$ cat src/rtl/irq_arbiter.sv
module irq_arbiter #(
  parameter int TW = 8,
  parameter logic [TW-1:0] DIV_TYPE  = 8'h00,
  parameter logic [TW-1:0] STEP_TYPE = 8'h01,
  parameter logic [TW-1:0] NMI_TYPE  = 8'h02,
  parameter logic [TW-1:0] OVF_TYPE  = 8'h04
) (
  input  logic          clk,
  input  logic          rst_n,
  input  logic          boundary,
  input  logic          div_err,
  input  logic          swi_req,
  input  logic [TW-1:0] swi_type,
  input  logic          ovf_trap,
  input  logic          nmi_pin,
  input  logic          intr_pin,
  input  logic          if_flag,
  input  logic          tf_flag,
  input  logic          of_flag,
  output logic          take,
  output logic [TW-1:0] take_type,
  output logic          ext_fetch
);

  logic nmi_q, nmi_pend;

  wire nmi_rise = nmi_pin & ~nmi_q;
  wire nmi_hit  = nmi_pend | nmi_rise;
  wire ovf_hit  = ovf_trap & of_flag;
  wire intr_hit = intr_pin & if_flag;

  logic          sel_any, sel_fetch, sel_nmi;
  logic [TW-1:0] sel_type;

  always_comb begin
    sel_any   = 1'b1;
    sel_fetch = 1'b0;
    sel_nmi   = 1'b0;
    sel_type  = '0;
    if (div_err)       sel_type = DIV_TYPE;
    else if (swi_req)  sel_type = swi_type;
    else if (ovf_hit)  sel_type = OVF_TYPE;
    else if (nmi_hit)  begin sel_type = NMI_TYPE; sel_nmi = 1'b1; end
    else if (intr_hit) sel_fetch = 1'b1;
    else if (tf_flag)  sel_type = STEP_TYPE;
    else               sel_any = 1'b0;
  end

  wire fire = boundary & sel_any;

  always_ff @(posedge clk) begin
    if (!rst_n) begin
      nmi_q     <= 1'b0;
      nmi_pend  <= 1'b0;
      take      <= 1'b0;
      take_type <= '0;
      ext_fetch <= 1'b0;
    end else begin
      nmi_q     <= nmi_pin;
      nmi_pend  <= nmi_hit & ~(fire & sel_nmi);
      take      <= fire;
      take_type <= fire ? sel_type : '0;
      ext_fetch <= fire & sel_fetch;
    end
  end

endmodule


$ cat config.mk
export PLATFORM = sky130hd
export DESIGN_NAME = irq_arbiter
export DESIGN_NICKNAME = d
export VERILOG_FILES = /design/src/rtl/irq_arbiter.sv
export SDC_FILE = /design/constraint.sdc
export NUM_CORES = 1
export LEC_CHECK = 0
export CORE_MARGIN = 3
export CORE_UTILIZATION = 33
export DETAILED_ROUTE_END_ITERATION = 10
export PLACE_DENSITY = 0.75
export SETUP_SLACK_MARGIN = 0.2
export SYNTH_ARGS = -nofsm -noshare
export SYNTH_HDL_FRONTEND = slang
export SYNTH_SLANG_ARGS = --single-unit
export TNS_END_PERCENT = 50
$ cat constraint.sdc
create_clock -name clk -period 1.8 [get_ports clk]
set_clock_uncertainty 0.1 [all_clocks]
set_input_delay 0.36 -clock clk [delete_from_list [all_inputs] [get_ports clk]]
set_output_delay 0.36 -clock clk [all_outputs]
set_load 0.01 [all_outputs]
* Yosys cells after proc, flatten, opt, wreduce, memory -nomap -nowiden *
Cells that the tools add are included.
Widths: inputs -> output; s select.

operators by class
  mux-type cells = 20
  reductions and logical operators = 1
  bitwise operators = 12

operators by type and width
  kind             count
  $mux 1           17
  $mux 8           1
  $and 1x1->1      7
  $not 1->1        4
  $mux 3           1
  $reduce_or 3->1  1
  $mux 2           1
  $or 1x1->1       1

storage, ports and cells
  input port bits = 19
  register bits = 12

* Depth between registers and ports, before layout *
  depth after elaboration = 11
  gate-level depth with buffers = 4

* Worst setup path before layout *
No wires, ideal clock.

  path type = input-to-reg
  start point = input port swi_req
  end point = register take
  path slack = 0.406 ns
  required time = 1.584 ns
  cell stages on the path = 4
  setup time = 0.116 ns
  arrival time = 1.178 ns
  path through = buf_6 > a21oi_4 > or3b_1 > o211a_1

on the way
  word-level cells in the longest chain between the ends = 3

ends and longest elaborated chain
  what                  line  RTL
  from (decl)           12    input logic swi_req,
  $mux 1                41    else if (swi_req) sel_type = swi_type;
  $mux 1                40    if (div_err) sel_type = DIV_TYPE;
  $and 1x1->1           49    wire fire = boundary & sel_any;
  to (signal assigned)  61    take <= fire;
  to (decl)             20    output logic take,

Every way passes these cells.
A chain may end at the register's enable or synchronous reset.

* Worst setup path in the final report *
  start point = input port ovf_trap
  end point = register take

on the way
  word-level cells in the longest chain between the ends = 5

ends and longest elaborated chain
  what         line  RTL
  from (decl)  14    input logic ovf_trap,
  $and 1x1->1  29    wire ovf_hit = ovf_trap & of_flag;
  $mux 1       42    else if (ovf_hit) sel_type = OVF_TYPE;
  $mux 1       41
  $mux 1       40
  $and 1x1->1  49

Every way passes these cells.

==> impl_metrics.toml <==
[outcome]
status = "finished, final reports clean"

[place]
io_buffer_count = 28
dpl_cell_area_um2 = 732
place_ws_ps = -76.3
gp_congestion = 0.779

[drt]
postRouteAntennaNets = 0
wl_per_cell_um = 12.1
num_vias = 419
drc = 0
wirelength_mm = 1.07
vias_per_cell = 4.76
drt-initial-drc-count = 1
dr.pass1.iters = 4

[clocking]
postCtsSetupBuffers = 0
cts_tree = "done"
cts_hold_buf = 0
path_clk_slew_ps = 80
cts_num_sinks = 12
ctsHtreeMaxLevel = 1
clk_latency_ps = 270
cts_root_buf = "clkbuf_4"
cts_made_buffers = 3
clk_path_buf_depth = 2

[timing]
worst_slew_pin_slew_ps = 216
hold_violations = 0
fin_crit_ps = 1600
max_freq_mhz = 625
fin_ws_ps = 200
setup_violations = 0
slew_violations = 0
rsz0062_at_grt = "yes"
slew_headroom = 0.856
fin_crit_sh = 0.889

[synthesis]
yosysUniqueCellTypes = 18
seq_area_frac_synth = 0.558
synthSimpleGateAreaFrac = 0.285
synth_seq_cells = 12
synth_top_family_by_area = "simple AND/OR/NAND/NOR gates"
synth_compound_area_frac = 0.131
muxShareOfSynthArea = 0
synthAdderAreaFrac = 0
syn_inst = 41
syn_area_um2 = 430
yosys_warnings = 0
syn_nets = 60
syn_avg_cell_area_um2 = 10.5
synth_xor_area_frac = 0

[global_routing]
grt_max_degree = 10
antenna_found_initial = 0
grt_pass1_wl_mm = 1.77
grt_overflow = 0
grtUsageTotal = 0.133
grt_pass1_vias = 415

[critical_path]
path_cells = "clkdlybuf4s50_1, a21oi_4, or3b_1, o211a_1"
cp.required_ps = 1870
critical_path_arrival_ps = 1670
cp_slowest_cell = "clkdlybuf4s50_1"
crit_fanout = 3
startpoint_type = "input pin"
max_stage_delay_ps = 470
r2r_cells = 3
cp_num_buf_inv = 1
crit_type = "in2reg"
end_kind = "register"
cp_top_family = "buffers and inverters"
crit_cells = 4

[hold_path]
min_path_type = "reg2reg"
hold_path_depth = 2

[run]
maxCapViolCount = 0

[power_and_ir_drop]
leakagePower_nw = 0.389
power_density_mw_per_mm2 = 740
ir_worst_vdd_v = 0.000586

[finish]
final_cell_mix = "23 x clkdlybuf4s50_1, 12 x dfxtp_1, 5 x and3_2, 5 x nand2_1, 4 x dlymetal6s2s_1"
nFillCells = 115
antenna_cells = 0
area.sequential_um2 = 240
drive_above_1_share = 0.176
area_growth_pct = 80.5
final_common_cell = "clkdlybuf4s50_1"
multiInputGateArea_um2 = 179
fin_area_um2 = 777
final_nets = 94

[floorplan]
row_count = 12
core_mm2 = 0.00117
die_area_mm2 = 0.00177
io_pins = 29
start_util = 0.368
die-width_um = 42.1
fp.dieH_um = 42.1
-- metrics by stage --
| step | TNS (ps) | hold WS [ps] | cells | power [mW] | util |
|---|---|---|---|---|---|
| final | 0 | 471 | 88 | 0.575 | 0.663 |
| after global routing | 0 | 475 | 88 | 0.604 | 0.663 |
| after CTS | 0 | 463 | 88 | 0.582 | 0.655 |
| after detailed placement | -76.3 | 441 | 84 | 0.367 | 0.625 |
| after global placement | -36.9 | 430 | 84 | 0.366 | 0.625 |
| after floorplan | 0 | 382 | 41 | 0.309 | - |
-- cells by family (layout without fill, tap and decap cells) --
| family | Yosys count | count (layout) |
|---|---|---|
| simple gates | 20 | 20 |
| buf+inv | 1 | 34 |
| flops | 12 | 12 |
| compound gates | 8 | 8 |
-- where the power goes --
| part | switching (mW) | internal [mW] |
|---|---|---|
| Sequential | 0.00255 | 0.273 |
| Clock | 0.0927 | 0.123 |
| Combinational | 0.0278 | 0.0558 |
-- synthesized netlist by cell type --
cell type | instances | area share
and2_1 | 1 | 0.015
nand3b_1 | 1 | 0.017
and2b_4 | 1 | 0.023
and3_2 | 5 | 0.087
nand2_1 | 5 | 0.044
or3b_1 | 1 | 0.020
o21ai_0 | 2 | 0.023
a21oi_4 | 1 | 0.038
o211a_1 | 1 | 0.023
o21ai_1 | 1 | 0.012
nand3_1 | 2 | 0.023
dfxtp_1 | 12 | 0.56
a21oi_1 | 3 | 0.035
nor3_1 | 1 | 0.012
buf_6 | 1 | 0.026
nor2b_1 | 1 | 0.015
nor2_1 | 1 | 0.0087
and3b_1 | 1 | 0.020
-- state kept, by name (all words and copies together), names as in the netlist --
signal / flops
nmi_pend: 1
take_type: 8
ext_fetch: 1
nmi_q: 1
take: 1
-- worst register-to-register path, cell delays in order (launching register included) --
cell and delay (ps):
dfxtp_1 300, and2b_4 180, or3b_1 390, o211a_1 250
-- final timing paths --
kind	startpoint	endpoint	slack, ps
setup / recovery	ovf_trap	take	200
hold / removal	nmi_pend	nmi_pend	470
setup reg to reg	nmi_q	take	480
hold reg to reg	nmi_pend	nmi_pend	470
-- what timing repair did --
| action | in CTS | in global routing |
|---|---|---|
| pin swaps | 0 | 0 |
| endpoints found under the setup margin | 1 | 9 |
| endpoints found under the hold margin | 0 | 0 |
| gates resized for setup | 1 | 4 |
-- final cells by class --
| type | instances | share of cell area |
|---|---|---|
| clock buffers | 4 | 0.0467 |
| multi-input cells | 28 | 0.230 |
| well taps | 14 | 0.0225 |
| repair buffers | 30 | 0.391 |
| flip-flops and latches | 12 | 0.309 |
-- layer usage --
layer  track usage  part of all wire
met1         0.138              0.40
met2         0.228              0.48
met3        0.0730              0.11
met4        0.0373            0.0094
met5             0                 0
Power figures use the tool's default switching activity.
